==> src/rtl/gpio_bank_pkg.sv <==
package gpio_bank_pkg;

    parameter int unsigned GB_LINES  = 32;
    parameter int unsigned GB_ADDR_W = 8;

    localparam logic [GB_ADDR_W-1:0] OFF_DOUT  = 8'h00;
    localparam logic [GB_ADDR_W-1:0] OFF_DIR   = 8'h04;
    localparam logic [GB_ADDR_W-1:0] OFF_BLINK = 8'h08;
    localparam logic [GB_ADDR_W-1:0] OFF_POL   = 8'h0C;
    localparam logic [GB_ADDR_W-1:0] OFF_DIN   = 8'h10;
    localparam logic [GB_ADDR_W-1:0] OFF_CAUSE = 8'h14;
    localparam logic [GB_ADDR_W-1:0] OFF_EMASK = 8'h18;
    localparam logic [GB_ADDR_W-1:0] OFF_LMASK = 8'h1C;

    typedef logic [GB_LINES-1:0] lines_t;

    typedef struct packed {
        lines_t dout;
        lines_t dir;
        lines_t blink;
        lines_t pol;
        lines_t cause;
        lines_t emask;
        lines_t lmask;
        lines_t prev;
        lines_t rdata;
    } bank_regs_t;

endpackage

==> src/rtl/gpio_sync.sv <==
module gpio_sync #(
    parameter int unsigned WIDTH = 32
) (
    input  logic             clk,
    input  logic             rst_n,
    input  logic [WIDTH-1:0] async_i,
    output logic [WIDTH-1:0] sync_o
);
    logic [WIDTH-1:0] stage1_q, stage2_q;

    always_ff @(posedge clk) begin
        if (!rst_n) begin
            stage1_q <= '0;
            stage2_q <= '0;
        end else begin
            stage1_q <= async_i;
            stage2_q <= stage1_q;
        end
    end

    assign sync_o = stage2_q;
endmodule

==> src/rtl/gpio_blink.sv <==
module gpio_blink #(
    parameter int unsigned BLINK_HALF = 1024
) (
    input  logic clk,
    input  logic rst_n,
    output logic phase_o
);
    localparam int unsigned CNT_W = (BLINK_HALF > 1) ? $clog2(BLINK_HALF) : 1;
    localparam logic [CNT_W-1:0] LAST = CNT_W'(BLINK_HALF - 1);

    logic [CNT_W-1:0] cnt_q, cnt_d;
    logic             phase_q, phase_d;

    always_comb begin
        cnt_d   = cnt_q + 1'b1;
        phase_d = phase_q;
        if (cnt_q == LAST) begin
            cnt_d   = '0;
            phase_d = ~phase_q;
        end
    end

    always_ff @(posedge clk) begin
        if (!rst_n) begin
            cnt_q   <= '0;
            phase_q <= 1'b0;
        end else begin
            cnt_q   <= cnt_d;
            phase_q <= phase_d;
        end
    end

    assign phase_o = phase_q;
endmodule

==> src/rtl/gpio_irq_agg.sv <==
module gpio_irq_agg #(
    parameter int unsigned LINES   = 32,
    parameter int unsigned GROUP_W = 8
) (
    input  logic [LINES-1:0]         line_req_i,
    output logic [LINES/GROUP_W-1:0] grp_o
);
    localparam int unsigned NGRP = LINES / GROUP_W;

    for (genvar g = 0; g < NGRP; g++) begin : g_grp
        assign grp_o[g] = |line_req_i[g*GROUP_W +: GROUP_W];
    end
endmodule

==> src/rtl/gpio_bank.sv <==
module gpio_bank
    import gpio_bank_pkg::*;
#(
    parameter int unsigned BLINK_HALF = 1024,
    parameter int unsigned GROUP_W    = 8,
    localparam int unsigned N         = GB_LINES,
    localparam int unsigned NGRP      = N / GROUP_W
) (
    input  logic                 clk,
    input  logic                 rst_n,
    input  logic                 bus_wr,
    input  logic                 bus_rd,
    input  logic [GB_ADDR_W-1:0] bus_addr,
    input  logic [N-1:0]         bus_wdata,
    output logic [N-1:0]         bus_rdata,
    input  logic [N-1:0]         pin_in,
    output logic [N-1:0]         pin_out,
    output logic [N-1:0]         pin_oe,
    output logic [NGRP-1:0]      irq_grp
);
    bank_regs_t regs_q, regs_d;
    lines_t     pin_sync;
    lines_t     adj_in;
    lines_t     edge_hit;
    lines_t     line_req;
    logic       blink_phase;

    // Named views of the interrupt state for the bound checker
    lines_t     cause_view, emask_view, lmask_view;

    gpio_sync #(.WIDTH(N)) u_sync (
        .clk     (clk),
        .rst_n   (rst_n),
        .async_i (pin_in),
        .sync_o  (pin_sync)
    );

    gpio_blink #(.BLINK_HALF(BLINK_HALF)) u_blink (
        .clk     (clk),
        .rst_n   (rst_n),
        .phase_o (blink_phase)
    );

    assign adj_in   = pin_sync ^ regs_q.pol;
    assign edge_hit = adj_in & ~regs_q.prev;
    assign line_req = (adj_in & regs_q.lmask) | (regs_q.cause & regs_q.emask);

    gpio_irq_agg #(.LINES(N), .GROUP_W(GROUP_W)) u_agg (
        .line_req_i (line_req),
        .grp_o      (irq_grp)
    );

    always_comb begin
        regs_d      = regs_q;
        regs_d.prev = adj_in;
        if (bus_wr) begin
            case (bus_addr)
                OFF_DOUT:  regs_d.dout  = bus_wdata;
                OFF_DIR:   regs_d.dir   = bus_wdata;
                OFF_BLINK: regs_d.blink = bus_wdata;
                OFF_POL:   regs_d.pol   = bus_wdata;
                OFF_CAUSE: regs_d.cause = regs_q.cause & bus_wdata;
                OFF_EMASK: regs_d.emask = bus_wdata;
                OFF_LMASK: regs_d.lmask = bus_wdata;
                default:   ;
            endcase
        end
        // A fresh edge wins over a clearing write in the same cycle
        regs_d.cause = regs_d.cause | edge_hit;
        if (bus_rd) begin
            case (bus_addr)
                OFF_DOUT:  regs_d.rdata = regs_q.dout;
                OFF_DIR:   regs_d.rdata = regs_q.dir;
                OFF_BLINK: regs_d.rdata = regs_q.blink;
                OFF_POL:   regs_d.rdata = regs_q.pol;
                OFF_DIN:   regs_d.rdata = adj_in;
                OFF_CAUSE: regs_d.rdata = regs_q.cause;
                OFF_EMASK: regs_d.rdata = regs_q.emask;
                OFF_LMASK: regs_d.rdata = regs_q.lmask;
                default:   regs_d.rdata = '0;
            endcase
        end
    end

    always_ff @(posedge clk) begin
        if (!rst_n) begin
            regs_q     <= '0;
            regs_q.dir <= '1;
        end else begin
            regs_q <= regs_d;
        end
    end

    assign bus_rdata  = regs_q.rdata;
    assign pin_oe     = ~regs_q.dir;
    assign pin_out    = regs_q.dout & ~(regs_q.blink & {N{~blink_phase}});
    assign cause_view = regs_q.cause;
    assign emask_view = regs_q.emask;
    assign lmask_view = regs_q.lmask;
endmodule

==> config.mk <==
export PLATFORM = sky130hd
export DESIGN_NAME = gpio_bank
export DESIGN_NICKNAME = d
export VERILOG_FILES = /design/src/rtl/gpio_bank_pkg.sv /design/src/rtl/gpio_sync.sv /design/src/rtl/gpio_blink.sv /design/src/rtl/gpio_irq_agg.sv /design/src/rtl/gpio_bank.sv
export SDC_FILE = /design/constraint.sdc
export NUM_CORES = 1
export LEC_CHECK = 0
export ABC_CLOCK_PERIOD_IN_PS = 2150
export BUFFER_PORTS_ARGS = -buffer_cell sky130_fd_sc_hd__buf_2
export CAP_MARGIN = 20
export CORE_MARGIN = 8
export CORE_UTILIZATION = 40
export CTS_CLUSTER_DIAMETER = 60
export DETAILED_ROUTE_END_ITERATION = 16
export PLACE_DENSITY_LB_ADDON = 0.15
export REMOVE_ABC_BUFFERS = 1
export SLEW_MARGIN = 20
export SYNTH_ARGS = -nofsm -noshare
export SYNTH_HDL_FRONTEND = slang
export SYNTH_SLANG_ARGS = --single-unit
==> constraint.sdc <==
create_clock -name clk -period 2.15 [get_ports clk]
set_clock_uncertainty 0.2 [all_clocks]
set_input_delay 0.5375 -clock clk [delete_from_list [all_inputs] [get_ports clk]]
set_output_delay 0.5375 -clock clk [all_outputs]
set_load 0.05 [all_outputs]
# Word-level counts from Yosys, hierarchy flattened

Index checks and enable logic that the tools add are counted.

Register bits: 363
Bits of input ports: 76
Output and inout port bits: 100

Add/sub/neg operators: 1
Equal/unequal tests: 8
Multiplexer cells: 5
Bitwise logic cells: 14
Reduce and logical (&&, ||, !) cells: 12

Operator list:

| cell                    | count |
|---|---|
| $pmux W32 S8            | 1 |
| $and A32 B32 Y32        | 6 |
| $mux W32                | 3 |
| $mux W96                | 1 |
| $not A32 Y32            | 3 |
| $or A32 B32 Y32         | 2 |
| $eq A8 B5 Y1 const B    | 4 |
| $reduce_or A8 Y1        | 4 |
| $xor A32 B32 Y32        | 1 |
| $eq A8 B4 Y1 const B    | 2 |
| $reduce_and A2 Y1       | 6 |
| $add A10 B1 Y10 const B | 1 |
| $eq A10 B10 Y1 const B  | 1 |
| $eq A8 B3 Y1 const B    | 1 |
| $logic_not A8 Y1        | 1 |
| $not A1 Y1              | 2 |
| $reduce_or A2 Y1        | 1 |

# Logic depth before layout (Yosys ltp)

Depth after elaboration: 4
Gate-level depth with buffers: 7
Depth with buffers taken out: 5

# Cells and area by module

From an unflattened synthesis, not the netlist that was laid out.

Cells, all modules: 1651
Area, all modules: 15567.4 µm²

Modules (own cells, without submodules):

| module       | times used | cells each | area an instance (µm²) | seq. area each (µm²) |
|---|---|---|---|---|
| gpio_bank    | 1          | 1452       | 13232.7                | 5765.5 |
| gpio_sync    | 1          | 134        | 1791.7                 | 1281.2 |
| gpio_blink   | 1          | 53         | 478.0                  | 220.2 |
| gpio_irq_agg | 1          | 12         | 65.1                   | 0.0 |

# Worst setup path after synthesis

OpenSTA, ideal clock, no wires.

Kind: register to output
From: register u_blink.phase_q (netlist: u_blink.phase_o)
To: output pin_out[10]
Arrival time: 1670 ps
Path slack: -258 ps
Stages on the path, launching flop included: 4
Cells stage by stage: dfxtp_1 -> inv_1 -> clkbuf_1 -> a21boi_0

Word-level cells in the longest chain between the ends: 4

RTL lines:

| element                  | line             | source |
|---|---|---|
| start: declaration       | gpio_blink.sv:12 | `logic phase_q, phase_d;` |
| start signal: assignment | gpio_blink.sv:29 | `phase_q <= phase_d;` |
| $not A1 Y1               | gpio_bank.sv:96  | `assign pin_out = regs_q.dout & ~(regs_q.blink & {N{~blink_phase}});` |
| $and A32 B32 Y32         | gpio_bank.sv:96  |  |
| $not A32 Y32             | gpio_bank.sv:96  |  |
| $and A32 B32 Y32         | gpio_bank.sv:96  |  |
| end: declaration         | gpio_bank.sv:17  | `output logic [N-1:0] pin_out,` |

No other way between the ends.

# Worst setup path in the final report

From: register regs_q[161] (netlist name)
To: output irq_grp[0]

Word-level cells in the longest chain between the ends: 4

RTL lines:

| element                  | line               | source |
|---|---|---|
| start: declaration       | gpio_bank.sv:21    | `bank_regs_t regs_q, regs_d;` |
| start signal: assignment | gpio_bank.sv:90    | `regs_q <= regs_d;` |
| $xor A32 B32 Y32         | gpio_bank.sv:44    | `assign adj_in = pin_sync ^ regs_q.pol;` |
| $and A32 B32 Y32         | gpio_bank.sv:46    | `assign line_req = (adj_in & regs_q.lmask) \| (regs_q.cause & regs_q.emask);` |
| $or A32 B32 Y32          | gpio_bank.sv:46    |  |
| $reduce_or A8 Y1         | gpio_irq_agg.sv:11 | `assign grp_o[g] = \|line_req_i[g*GROUP_W +: GROUP_W];` |
| end: declaration         | gpio_bank.sv:19    | `output logic [NGRP-1:0] irq_grp` |

No other way between the ends.

==> metrics.cfg <==
[status]
outcome = finished with violations
violations = negative setup slack

[setup_path]
rr_startpoint = u_blink.cnt_q[0]$_SDFF_PP0_
cp_max_fo = 2
end_kind = primary output
reg2reg_to = u_blink.cnt_q[9]$_SDFF_PP0_
path_class = reg -> out
cp-start-kind = register
rrSetupSlack_ns = 0.33
r2r_cells = 5
crit_arrival_ns = 1.91
cp_data_required_time_ns = 1.41

[clocking]
cts_num_sinks = 363
clock_latency_ns = 0.55
clk_pin_slew_ns = 0.06
cts_root_buffer = clkbuf_16
cts_buffer_depth = 3
numCtsBuffers = 41
cts_tree = yes
cts_max_level = 2

[layout]
final-seq-area_um2 = 7280
multi_input_area_um2 = 7700
drive_above_1_share_pct = 25.9
num_antenna_cells = 0
fin_nets = 2040
areaGrowthSynthToFinish_pct = 28.4
fillCellCount = 3656

[logic_synthesis]
synth.avg_cell_area_um2 = 8.86
synth_top_flop_cell = dfxtp_1
synthArstFlopShare_pct = 0
ys_types = 44
synth_most_common_cell = nand2_1
yosysWarningCount = 0
yosysTopAreaCell = dfxtp_1
synth_edf_count = 0
synth.area.top_cells = dfxtp_1 47%, nand2_1 12%, a21boi_0 5.0%, o211ai_1 4.6%, a21boi_1 4.3%
netlist_instances = 1752
netlist_area_um2 = 15500
synth_seq_area_share_pct = 46.8
synth_top_area_share_pct = 46.8
synth_seq_cells = 363
ys_top_cells_by_count = 482 x nand2_1, 363 x dfxtp_1, 104 x a21boi_0

[grt]
grt_overflow = 0
grt_first_pass_wirelength_um = 76600
gr-usage-all-layers_pct = 21.8
antenna_found_initial = 2
grt_max_degree = 143
grt_pass1_vias = 13000

[place]
portBuffers = 175
post-dp-hpwl_um = 32800
gp_congestion = 0.829
dp_slack_ns = -0.209

[floorplanning]
core_um2 = 38500
die_area_um2 = 45300
initial_utilization_pct = 40.3
rows = 72
dieWidth_um = 213
io_pins = 176
die_y_um = 213

[power]
powerDensity_nw_per_um2 = 743
pwr-share-seq_pct = 46.7
total_power_uw = 14800
vdd_ir_drop_max_uv = 477
combPwrFrac_pct = 5.1
internal-power_uw = 11500
clkPwrFrac_pct = 48.2
leakage_uw = 0.00796
swShare_pct = 22.5
switchingPower_uw = 3330

[job]
max_cap_violations = 0

[drt]
wl_per_cell_um = 20.2
drt_wl_total_um = 50700
detail_route.first_pass.iterations = 6
drtIter0Drc = 1037
ant_nets = 0
drc = 0
vias = 13200
via_per_inst = 5.25

[sta]
rsz0062_at_grt = yes
timing.final.ws_setup_ns = -0.493
min_period_over_period_pct = 123
max_freq_ghz = 0.378
final_max_slew_viol_count = 0
slew-limit-headroom_pct = 61.3
period_minus_slack_ns = 2.64
tightest_slew_ns = 0.580
finalSetupViolations = 33
finalHoldViolCount = 0

[worst_hold_path]
hold-path-endpoint = u_sync.stage1_q[6]$_SDFF_PN0_
min_from = pin_in[6]
holdPathStages = 2
min_path_type = in -> reg

==> cell usage in the layout, fill, tap and decap left out, types with 31 or more instances in the layout <==
cell / count
a21boi_0: 72
a21boi_1: 89
a222oi_1: 31
and2_1: 102
buf_2: 137
buf_4: 101
buf_6: 33
clkbuf_16: 43
dfxtp_1: 350
inv_1: 35
mux2_2: 49
nand2_1: 482
nand3b_1: 47
o211ai_1: 95
o21ai_0: 33
xor2_1: 32
==> power groups by stage <==
stage | combinational, uW | clock (uW) | sequential [uW]
6_report | 760 | 7140 | 6910
5_1_grt | 823 | 7540 | 6920
4_1_cts | 761 | 7270 | 6910
3_5_place_dp | 723 | 0 | 7050
3_3_place_gp | 717 | 0 | 7050
2_1_floorplan | 257 | 0 | 7030
==> kinds of logic (layout without fill, tap and decap cells) <==
logic type / after synthesis / count (layout) / synth area share, %
compound gates: 417 / 417 / 20.4
xor+xnor: 40 / 40 / 2.26
fa+ha+maj: 1 / 1 / 0.0806
buf+inv: 200 / 440 / 6.36
flops: 363 / 363 / 46.8
mux: 50 / 50 / 3.70
simple gates: 681 / 681 / 20.3
==> flip-flops by register name, indices dropped and copies added (netlist names) <==
signal,cells
cause_view,32
bus_rdata,32
lmask_view,32
u_blink.phase_o,1
emask_view,32
u_sync.sync_o,32
u_blink.cnt_q,10
u_sync.stage1_q,32
regs_q,160
==> critical path, stage by stage, from the launching register on <==
cell,delay [ns]
dfxtp_2,0.33
xor2_1,0.17
a22o_1,0.26
a221oi_2,0.20
buf_4,0.17
nand3_4,0.08
buf_8,0.17
==> worst max path at each step <==
stage | depth (start not counted) | end | from
2_1_floorplan | 3 | bus_rdata[0]$_SDFFE_PN0P_ | bus_addr[0]
3_3_place_gp | 5 | irq_grp[0] | cause_view[7]$_SDFF_PN0_
3_5_place_dp | 5 | irq_grp[0] | cause_view[7]$_SDFF_PN0_
4_1_cts | 5 | irq_grp[0] | emask_view[7]$_SDFFE_PN0P_
5_1_grt | 6 | irq_grp[0] | regs_q[161]$_SDFFE_PN0P_
6_report | 6 | irq_grp[0] | regs_q[161]$_SDFFE_PN0P_
==> layer usage <==
metal	global-route usage (%)	wire [um]
met1	28.0	22100
met2	36.3	23600
met3	4.52	3510
met4	6.59	1370
met5	0	27
==> timing repair <==
item / in CTS / in global routing
resized for setup: 196 / 19
pin swaps: 19 / 15
hold buffers: 22 / 0
hold endpoints to repair: 22 / 0
endpoints found under the setup margin: 36 / 36
buffers inserted: 8 / 10
==> layout make-up <==
cell class	count	area share, %
flip-flops and latches	363	36.6
clock inverters	11	0.584
repair buffers	332	13.9
well taps	518	3.25
inverters	36	0.691
multi-input cells	1189	38.6
clock buffers	61	6.35
==> per-stage QoR <==
| stage | util (%) | cells | area (um2) | hold slack, ns | TNS (ns) |
|---|---|---|---|---|---|
| 2_1_floorplan | - | 1588 | 14700 | 0.212 | -89.93 |
| 3_3_place_gp | 45.2 | 2398 | 17400 | 0.215 | -0.436 |
| 3_5_place_dp | 45.2 | 2398 | 17400 | 0.217 | -1.21 |
| 4_1_cts | 51.3 | 2500 | 19700 | 0.000299 | -4.68 |
| 5_1_grt | 51.8 | 2510 | 19900 | 0.00948 | -7.06 |
| 6_report | 51.8 | 2510 | 19900 | 0.0135 | -5.24 |
Note: power is estimated with default switching activity, not from simulation.
